===== src/rtl/sprog_pkg.sv =====
package sprog_pkg;
  localparam int ID_W    = 5;
  localparam logic [ID_W-1:0] CHIP_ID = 5'b01010;
  localparam int ADDR_W  = 5;
  localparam int OP_W    = 3;
  localparam int HDR_W   = ID_W + ADDR_W + OP_W + 1;
  localparam int LEN_S   = 8;
  localparam int LEN_M   = 10;
  localparam int VAL_W   = 34;
  localparam int FRAME_W = HDR_W + VAL_W;
  localparam int CNT_W   = $clog2(FRAME_W + 1);

  typedef enum logic [OP_W-1:0] {
    OP_READ  = 3'b001,
    OP_WRITE = 3'b010,
    OP_SET   = 3'b011,
    OP_CLEAR = 3'b100,
    OP_DEFLT = 3'b101
  } op_t;

  typedef enum logic [2:0] {
    ST_RST, ST_IDLE, ST_SHIFT, ST_RDBK, ST_DONE
  } st_t;
endpackage


===== src/rtl/sprog_frame.sv =====
module sprog_frame
  import sprog_pkg::*;
(
  input  logic [ADDR_W-1:0]  addr,
  input  logic [OP_W-1:0]    op,
  input  logic [1:0]         len_sel,
  input  logic [VAL_W-1:0]   value,
  output logic [FRAME_W-1:0] frame,
  output logic [CNT_W-1:0]   frame_bits,
  output logic [CNT_W-1:0]   val_len,
  output logic               is_read
);
  logic [CNT_W-1:0] sh_amt;
  logic [VAL_W-1:0] val_aln;

  always_comb begin
    case (len_sel)
      2'b00:   val_len = CNT_W'(LEN_S);
      2'b01:   val_len = CNT_W'(LEN_M);
      default: val_len = CNT_W'(VAL_W);
    endcase
    sh_amt     = CNT_W'(VAL_W) - val_len;
    val_aln    = value << sh_amt;
    frame      = {CHIP_ID, addr, op, 1'b0, val_aln};
    frame_bits = CNT_W'(HDR_W) + val_len;
    is_read    = (op == OP_READ);
  end
endmodule


===== src/rtl/sprog_tick.sv =====
module sprog_tick #(
  parameter int HALF = 2
) (
  input  logic clk,
  input  logic rst,
  input  logic en,
  output logic tick
);
  localparam int TW = (HALF > 1) ? $clog2(HALF) : 1;
  logic [TW-1:0] cnt;

  assign tick = en && (cnt == TW'(HALF - 1));

  always_ff @(posedge clk) begin
    if (rst || !en) cnt <= '0;
    else if (tick)  cnt <= '0;
    else            cnt <= cnt + 1'b1;
  end
endmodule


===== src/rtl/sprog_engine.sv =====
module sprog_engine
  import sprog_pkg::*;
#(
  parameter int RST_CYC = 4
) (
  input  logic               clk,
  input  logic               rst,
  input  logic               tick,
  output logic               tick_en,
  input  logic               cmd_valid,
  output logic               cmd_ready,
  input  logic [FRAME_W-1:0] frame_in,
  input  logic [CNT_W-1:0]   frame_bits,
  input  logic [CNT_W-1:0]   val_len,
  input  logic               is_read,
  input  logic               mux_sel,
  input  logic               mux_clk,
  input  logic               mux_din,
  output logic               prog_clk,
  output logic               prog_din,
  output logic               prog_ctrl,
  output logic               prog_rst,
  input  logic               prog_dout,
  output logic               done,
  output logic [VAL_W-1:0]   rd_value
);
  localparam int RW = (RST_CYC > 1) ? $clog2(RST_CYC) : 1;

  st_t              state;
  logic [RW-1:0]    rcnt;
  logic [FRAME_W-1:0] sh;
  logic [VAL_W-1:0] rd_sh;
  logic [CNT_W-1:0] bits;
  logic [CNT_W-1:0] vlen;
  logic             hi;
  logic             rd_flag;

  assign tick_en   = (state == ST_SHIFT) || (state == ST_RDBK);
  assign cmd_ready = (state == ST_IDLE) && !mux_sel;

  always_ff @(posedge clk) begin
    if (rst) begin
      state     <= ST_RST;
      rcnt      <= '0;
      prog_rst  <= 1'b1;
      prog_ctrl <= 1'b1;
      prog_clk  <= 1'b0;
      prog_din  <= 1'b0;
      done      <= 1'b0;
      rd_value  <= '0;
      sh        <= '0;
      rd_sh     <= '0;
      bits      <= '0;
      vlen      <= '0;
      hi        <= 1'b0;
      rd_flag   <= 1'b0;
    end else begin
      done <= 1'b0;
      case (state)
        ST_RST: begin
          if (rcnt == RW'(RST_CYC - 1)) begin
            state    <= ST_IDLE;
            prog_rst <= 1'b0;
          end else begin
            rcnt <= rcnt + 1'b1;
          end
        end
        ST_IDLE: begin
          if (mux_sel) begin
            prog_ctrl <= 1'b0;
            prog_clk  <= mux_clk;
            prog_din  <= mux_din;
          end else begin
            prog_ctrl <= 1'b1;
            prog_clk  <= 1'b0;
            if (cmd_valid) begin
              sh       <= frame_in;
              prog_din <= frame_in[FRAME_W-1];
              bits     <= frame_bits;
              vlen     <= val_len;
              rd_flag  <= is_read;
              rd_sh    <= '0;
              hi       <= 1'b0;
              state    <= ST_SHIFT;
            end else begin
              prog_din <= 1'b0;
            end
          end
        end
        ST_SHIFT: begin
          if (tick) begin
            if (!hi) begin
              prog_clk <= 1'b1;
              hi       <= 1'b1;
            end else begin
              prog_clk <= 1'b0;
              hi       <= 1'b0;
              if (bits == CNT_W'(1)) begin
                prog_din <= 1'b0;
                if (rd_flag) begin
                  state <= ST_RDBK;
                  bits  <= vlen;
                end else begin
                  state <= ST_DONE;
                end
              end else begin
                bits     <= bits - 1'b1;
                sh       <= {sh[FRAME_W-2:0], 1'b0};
                prog_din <= sh[FRAME_W-2];
              end
            end
          end
        end
        ST_RDBK: begin
          if (tick) begin
            if (!hi) begin
              prog_clk <= 1'b1;
              hi       <= 1'b1;
              rd_sh    <= {rd_sh[VAL_W-2:0], prog_dout};
            end else begin
              prog_clk <= 1'b0;
              hi       <= 1'b0;
              if (bits == CNT_W'(1)) state <= ST_DONE;
              else                   bits  <= bits - 1'b1;
            end
          end
        end
        ST_DONE: begin
          done     <= 1'b1;
          rd_value <= rd_sh;
          state    <= ST_IDLE;
        end
        default: state <= ST_IDLE;
      endcase
    end
  end

  AST_RDY_OUT_OF_RST: assert property (@(posedge clk) disable iff (rst)
    cmd_ready |-> !prog_rst);
  AST_DIN_HELD_AT_RISE: assert property (@(posedge clk) disable iff (rst)
    (prog_ctrl && $past(prog_ctrl) && $rose(prog_clk)) |-> $stable(prog_din));
  AST_CLK_HOLD: assert property (@(posedge clk) disable iff (rst)
    (tick_en && !tick) |=> $stable(prog_clk));
  AST_DONE_SINGLE: assert property (@(posedge clk) disable iff (rst)
    done |=> !done);
  AST_RD_ZERO_NONREAD: assert property (@(posedge clk) disable iff (rst)
    (done && !rd_flag) |-> (rd_value == '0));
  AST_CTRL_WHILE_BUSY: assert property (@(posedge clk) disable iff (rst)
    ($past(tick_en) && tick_en) |-> prog_ctrl);
endmodule


===== src/rtl/sprog_master.sv =====
module sprog_master
  import sprog_pkg::*;
#(
  parameter int HALF    = 2,
  parameter int RST_CYC = 4
) (
  input  logic              clk,
  input  logic              rst,
  input  logic              cmd_valid,
  output logic              cmd_ready,
  input  logic [ADDR_W-1:0] cmd_addr,
  input  logic [OP_W-1:0]   cmd_op,
  input  logic [1:0]        cmd_len,
  input  logic [VAL_W-1:0]  cmd_value,
  input  logic              mux_sel,
  input  logic              mux_clk,
  input  logic              mux_din,
  output logic              prog_clk,
  output logic              prog_din,
  output logic              prog_ctrl,
  output logic              prog_rst,
  input  logic              prog_dout,
  output logic              done,
  output logic [VAL_W-1:0]  rd_value
);
  logic [FRAME_W-1:0] frame;
  logic [CNT_W-1:0]   frame_bits;
  logic [CNT_W-1:0]   val_len;
  logic               is_read;
  logic               tick;
  logic               tick_en;

  sprog_frame u_frame (
    .addr       (cmd_addr),
    .op         (cmd_op),
    .len_sel    (cmd_len),
    .value      (cmd_value),
    .frame      (frame),
    .frame_bits (frame_bits),
    .val_len    (val_len),
    .is_read    (is_read)
  );

  sprog_tick #(.HALF(HALF)) u_tick (
    .clk  (clk),
    .rst  (rst),
    .en   (tick_en),
    .tick (tick)
  );

  sprog_engine #(.RST_CYC(RST_CYC)) u_engine (
    .clk        (clk),
    .rst        (rst),
    .tick       (tick),
    .tick_en    (tick_en),
    .cmd_valid  (cmd_valid),
    .cmd_ready  (cmd_ready),
    .frame_in   (frame),
    .frame_bits (frame_bits),
    .val_len    (val_len),
    .is_read    (is_read),
    .mux_sel    (mux_sel),
    .mux_clk    (mux_clk),
    .mux_din    (mux_din),
    .prog_clk   (prog_clk),
    .prog_din   (prog_din),
    .prog_ctrl  (prog_ctrl),
    .prog_rst   (prog_rst),
    .prog_dout  (prog_dout),
    .done       (done),
    .rd_value   (rd_value)
  );
endmodule


===== config.mk =====
export PLATFORM = sky130hd
export DESIGN_NAME = sprog_master
export DESIGN_NICKNAME = d
export VERILOG_FILES = /design/src/rtl/sprog_pkg.sv /design/src/rtl/sprog_frame.sv /design/src/rtl/sprog_tick.sv /design/src/rtl/sprog_engine.sv /design/src/rtl/sprog_master.sv
export SDC_FILE = /design/constraint.sdc
export NUM_CORES = 1
export LEC_CHECK = 0
export ABC_AREA = 1
export CORE_ASPECT_RATIO = 2
export CORE_MARGIN = 5
export CORE_UTILIZATION = 45
export CTS_CLUSTER_DIAMETER = 60
export DETAILED_ROUTE_END_ITERATION = 8
export DONT_BUFFER_PORTS = 1
export PLACE_DENSITY = 0.66
export REMOVE_ABC_BUFFERS = 1
export SETUP_SLACK_MARGIN = 0.1
export SLEW_MARGIN = 0
export SYNTH_ARGS = -nofsm -noshare
export SYNTH_HDL_FRONTEND = slang
export SYNTH_SLANG_ARGS = --single-unit

===== constraint.sdc =====
create_clock -name clk -period 1.7 [get_ports clk]
set_input_delay 0.085 -clock clk [delete_from_list [all_inputs] [get_ports clk]]
set_output_delay 0.085 -clock clk [all_outputs]
set_load 0.05 [all_outputs]

==> flow_summary.toml, run 1 <==
[layout]
layout_commonest_cell = "nand2_1"
final_cells = 1089
diodes = 0
multi_input_area_sq_mm = 0.002988
regArea_sq_mm = 0.002753
final_core_util_pct = 62.40
nNetsFinal = 979
mostFrequentLayoutCells = "nand2_1, dfxtp_1, nor2_1"
drive_gt1_share_pct = 24.55
area_delta_synth_final_pct = 36.12
nFillCells = 1128
fin_area_sq_mm = 0.008153

[placed_design]
dp_hpwl_microns = 10490
dp_slack_ns = -0.01169
gp_congestion = 0.8441
postPlaceCellArea_sq_mm = 0.006516
place_inst = 1002
port_buffers = 0

[clocking]
cts.sinks = 137
cts_buffers = 17
tritoncts = "done"
clockBufferDepth = 2
ctsHtreeMaxLevel = 4
clock_latency_ns = 0.41
cts.clk_slew.worst_paths_ns = 0.06
root_buffer = "clkbuf_16"

[sta]
worstMarginPinSlew_ns = 0.6350
slew_violations = 0
hold_violations = 1
tns_ns = 0
finClkSkew_ns = 0.009508
slew-limit-headroom_pct = 57.60
setup_viol = 0
whs_ns = -0.01227
fmax_mhz = 608.1
setup_ws_ns = 0.05554
grt_setup_unrepaired = "yes"
period_share_pct = 96.73
min_period_ns = 1.644

[floorplanning]
dieHeight_microns = 173.2
placementRows = 59
fp.dieW_microns = 91.58
die-area_sq_mm = 0.01586
io_pins = 91
start_util_pct = 45.84
core_area_sq_mm = 0.01307

[run_status]
status = "finished with violations"
failed_checks = "negative hold slack"

[drt]
dr.pass1.iters = 5
vias = 5753
via_per_inst = 5.283
routed_wl_microns = 17430
wl_per_cell_microns = 16.01
drc = 0
ant_nets = 0
drt_iter0_drc = 348

[setup_path]
cp_max_fo = 7
arrival_ns = 1.98
cp.required_ns = 2.04
end_kind = "register"
critPathLaunchType = "register"
path_class = "reg -> reg"

[hold_path]
hold_class = "in -> reg"

[global_route]
grt_antenna_before_repair = 0
grt_util_all_layers_pct = 20.40
grt-ovfl-total = 0
grt_max_degree = 55
grt_pass1_vias = 5571
grt_first_pass_wirelength_microns = 26640

[synthesis]
synth_edf_count = 0
synth_cell_type_count = 35
synth_ff_type = "dfxtp_1"
synth_area_sq_mm = 0.005989
ys_warn_count = 0
synthCells = 826
ys_ff_latch = 137
postSynthAreaPerCell_sq_um = 7.251
yosysSeqAreaShare_pct = 45.79
async_flop_share_pct = 0

[power]
power_mw = 14.24
power.leakage_nw = 3.435
ir_drop_mv = 1.083
powerDensity_mw_per_mm2 = 1746

[job]
cap_violations = 0
==> per-layer routing <==
metal	global-route usage (%)	vias up	wire length, microns
met5	0	-	0
met4	8.123	0	496
met3	3.783	32	688
met2	38.23	147	9651
met1	21.96	2710	6597
li1	-	2864	-
==> timing repair <==
item | 4_1_cts | 5_1_grt
cloned | 2 | 8
pin swaps | 4 | 23
gates resized for setup | 27 | 94
setup buffers | 5 | 11
endpoints found under the setup margin | 54 | 124
hold buffers | 31 | 0
endpoints found under the hold margin | 76 | 0
==> cell families after synthesis <==
kind of cell / count (synthesis) / synth area share, %
AO/OA/AOI/OAI: 219 / 20.39
buffers and inverters: 120 / 9.150
adder cells (fa/ha/maj): 3 / 0.6268
XOR/XNOR: 3 / 0.4388
flip-flops: 137 / 45.79
AND/OR/NAND/NOR: 344 / 23.61
==> synthesized netlist by cell type (all sizes together), types with 2 or more instances <==
| cell type | n | area (sq um) |
|---|---|---|
| nand2 | 201 | 774.5 |
| dfxtp | 137 | 2743 |
| nor2 | 112 | 447.9 |
| o21ai | 112 | 571.8 |
| a21oi | 90 | 525.5 |
| inv | 72 | 270.3 |
| nand3 | 25 | 147.7 |
| buf | 24 | 187.7 |
| clkbuf | 23 | 86.33 |
| o22ai | 8 | 50.05 |
| nor3 | 4 | 31.28 |
| o211ai | 4 | 30.03 |
| ha | 3 | 37.54 |
| a211oi | 2 | 15.01 |
| xor2 | 2 | 17.52 |
==> state kept, by name (all words and copies together), names as in the netlist <==
| name | count |
|---|---|
| u_tick.cnt | 1 |
| u_engine.rd_flag | 1 |
| u_engine.hi | 1 |
| u_engine.bits | 6 |
| u_engine.prog_clk | 1 |
| u_engine.rd_value | 34 |
| u_engine.prog_ctrl | 1 |
| u_engine.sh | 47 |
| u_engine.prog_rst | 1 |
| u_engine.prog_din | 1 |
| u_engine.vlen | 3 |
| u_engine.done | 1 |
| u_engine.rcnt | 2 |
| u_engine.state | 3 |
| u_engine.rd_sh | 34 |
==> power by group <==
part / internal (mW) / switching (mW)
Combinational: 2.62 / 3.80
Sequential: 3.80 / 0.276
Clock: 2.32 / 1.43
Total: 8.74 / 5.50
==> critical path, stage by stage, from the launching register on <==
cell and delay, ns:
dfxtp_4 0.36, inv_4 0.07, nand3_4 0.11, buf_6 0.16, nor2_4 0.14, inv_4 0.07, buf_12 0.13, nand3_4 0.14
buf_6 0.17, o21ai_1 0.09, a21oi_2 0.13
==> path summary, 6_finish.rpt <==
| kind | startpoint | to | slack (ns) | depth (start not counted) |
|---|---|---|---|---|
| worst max-delay path | u_engine.state[0]$_SDFFE_PP0P_ | u_engine.sh[7]$_SDFFE_PP0P_ | 0.06 | 10 |
| worst min-delay path | cmd_value[11] | u_engine.sh[11]$_SDFFE_PP0P_ | -0.01 | 4 |
| worst max register to register | u_engine.state[0]$_SDFFE_PP0P_ | u_engine.sh[7]$_SDFFE_PP0P_ | 0.06 | 10 |
| worst min register to register | u_engine.sh[40]$_SDFFE_PP0P_ | u_engine.sh[40]$_SDFFE_PP0P_ | 0.44 | 2 |
==> final cells by class <==
cell class	instances	share of cell area, %
clock buffers	18	5.264
clock inverters	13	2.103
inverters	73	3.683
multi-input cells	571	36.65
flip-flops and latches	137	33.76
well taps	152	2.333
repair buffers	125	16.21
(Power assumes the default switching activity.)
==> run 2, diff against run 1 <==
--- a/config.mk
+++ b/config.mk
@@ -12,7 +12,8 @@
 export CTS_CLUSTER_DIAMETER = 60
 export DETAILED_ROUTE_END_ITERATION = 8
 export DONT_BUFFER_PORTS = 1
-export PLACE_DENSITY = 0.66
+export GPL_TIMING_DRIVEN = 0
+export PLACE_DENSITY = 0.7
 export REMOVE_ABC_BUFFERS = 1
 export SETUP_SLACK_MARGIN = 0.1
 export SLEW_MARGIN = 0
==> flow_summary.toml, run 2 (synthesis results as in run 1) <==
[floorplanning]
die-area_sq_mm = 0.01586
start_util_pct = 45.84
placementRows = 59
core_area_sq_mm = 0.01307
fp.dieW_microns = 91.58
dieHeight_microns = 173.2
io_pins = 91

[power]
powerDensity_mw_per_mm2 = 1903
power.leakage_nw = 3.345
ir_drop_mv = 0.9007

[layout]
diodes = 0
layout_commonest_cell = "nand2_1"
largest_reg_flops = 47
nNetsFinal = 959
drive_gt1_share_pct = 27.07
area_delta_synth_final_pct = 40.71
reg_top3 = "u_engine.sh x47, u_engine.rd_sh x34, u_engine.rd_value x34"
nFillCells = 986
regMostFlops = "u_engine.sh"
fin_area_sq_mm = 0.008428
mostFrequentLayoutCells = "nand2_1, dfxtp_1, nor2_1"
final_cells = 1068

[sta]
setup_viol = 51
finClkSkew_ns = 0.01258
whs_ns = -0.2565
grt_setup_unrepaired = "yes"
min_period_ns = 1.886
slew_violations = 0
setup_ws_ns = -0.1858
slew-limit-headroom_pct = 58.11
fmax_mhz = 530.3
worstMarginPinSlew_ns = 0.6275
hold_violations = 54
period_share_pct = 110.9

[placed_design]
postPlaceCellArea_sq_mm = 0.005954
dp_hpwl_microns = 9267
port_buffers = 0
place_inst = 933
gp_congestion = 0.8675

[setup_path]
cp_cell_sequence = "inv_8, nand3_4, buf_4, nand2_4, nand2_8, nor3_4, buf_12, buf_4, nand2_1, a21oi_2"
arrival_ns = 2.22
crit_slowest_cell = "dfxtp_4"
cp_slowest_stage_delay_ns = 0.38
cp.required_ns = 2.04
end_kind = "register"
path_class = "reg -> reg"
cp_common_cell = "buf_4"
critPathLaunchType = "register"
cp_max_fo = 5

[clocking]
root_buffer = "clkbuf_16"
cts_buffers = 17
cts.sinks = 137
cts.clk_slew.worst_paths_ns = 0.06
clockBufferDepth = 2
ctsHtreeMaxLevel = 4
tritoncts = "done"
clock_latency_ns = 0.41

[drt]
drc = 0
dr.pass1.iters = 8
routed_wl_microns = 22720
vias = 6236
wl_per_cell_microns = 21.27
ant_nets = 0
via_per_inst = 5.839
drt_iter0_drc = 515

[global_route]
grt-ovfl-total = 0
grt_max_degree = 58
grt_antenna_before_repair = 0
grt_pass1_vias = 5869
grt_util_all_layers_pct = 23.99
grt_first_pass_wirelength_microns = 30090

[hold_path]
hold_class = "in -> reg"

[job]
cap_violations = 0

[run_status]
failed_checks = "negative hold slack, negative setup slack"
status = "finished with violations"
run 2: area by class of cell:
type                    instances  area, sq um  area share (%)
multi-input cells             586         3418           40.56
repair buffers                 90         1126           13.36
inverters                      73        319.1           3.786
clock inverters                13        195.2           2.316
clock buffers                  17        425.4           5.048
well taps                     152        190.2           2.257
flip-flops and latches        137         2754           32.68
run 2: path summary, 6_finish.rpt:
path,start,to,cells after the start,slack [ns]
setup reg to reg,u_engine.state[0]$_SDFFE_PP0P_,u_engine.sh[25]$_SDFFE_PP0P_,10,-0.19
hold / removal,rst,u_engine.rd_sh[26]$_SDFFE_PP0P_,1,-0.26
setup / recovery,u_engine.state[0]$_SDFFE_PP0P_,u_engine.sh[25]$_SDFFE_PP0P_,10,-0.19
hold reg to reg,u_engine.sh[41]$_SDFFE_PP0P_,u_engine.sh[41]$_SDFFE_PP0P_,2,0.45
run 2: worst max-delay path, delay by kind of cell (launching register included):
family,cells,cell delay (ns)
compound gates,1,0.14
buf+inv,4,0.56
flops,1,0.38
simple gates,5,0.74
run 2: through the flow:
| step | total power [mW] | setup TNS, ns | utilization, % | worst slack (ns) |
|---|---|---|---|---|
| 4_1_cts | 13.90 | 0 | 58.19 | 0.03806 |
| 3_3_place_gp | 7.847 | -180.11 | 45.20 | -1.949 |
| 5_1_grt | 16.62 | -7.152 | 64.50 | -0.2126 |
| 6_report | 16.04 | -5.262 | 64.50 | -0.1858 |
| 2_1_floorplan | 7.095 | -61.99 | - | -0.9728 |
| 3_5_place_dp | 7.939 | -110.18 | 45.57 | -1.977 |
run 2: layer usage:
| metal | wire length [microns] | up-vias | global-route usage [%] |
|---|---|---|---|
| met4 | 1528 | 0 | 18.39 |
| met1 | 7685 | 2888 | 25.47 |
| li1 | - | 2865 | - |
| met5 | 0 | - | 0 |
| met2 | 11850 | 366 | 40.85 |
| met3 | 1650 | 117 | 4.739 |
run 2: power by group:
group	switching, mW	total, mW	leakage [nW]	internal [mW]
logic	4.73	7.64	1.93	2.91
clock network	1.46	3.92	0.304	2.46
registers	0.678	4.48	1.11	3.80
run 2: repair_timing:
action | CTS | global route
endpoints found under the setup margin | 133 | 131
resized for setup | 80 | 114
endpoints found under the hold margin | 80 | 55
gates cloned | 16 | 9
buffers inserted | 33 | 21
pin swaps | 16 | 46
hold buffers | 26 | 1
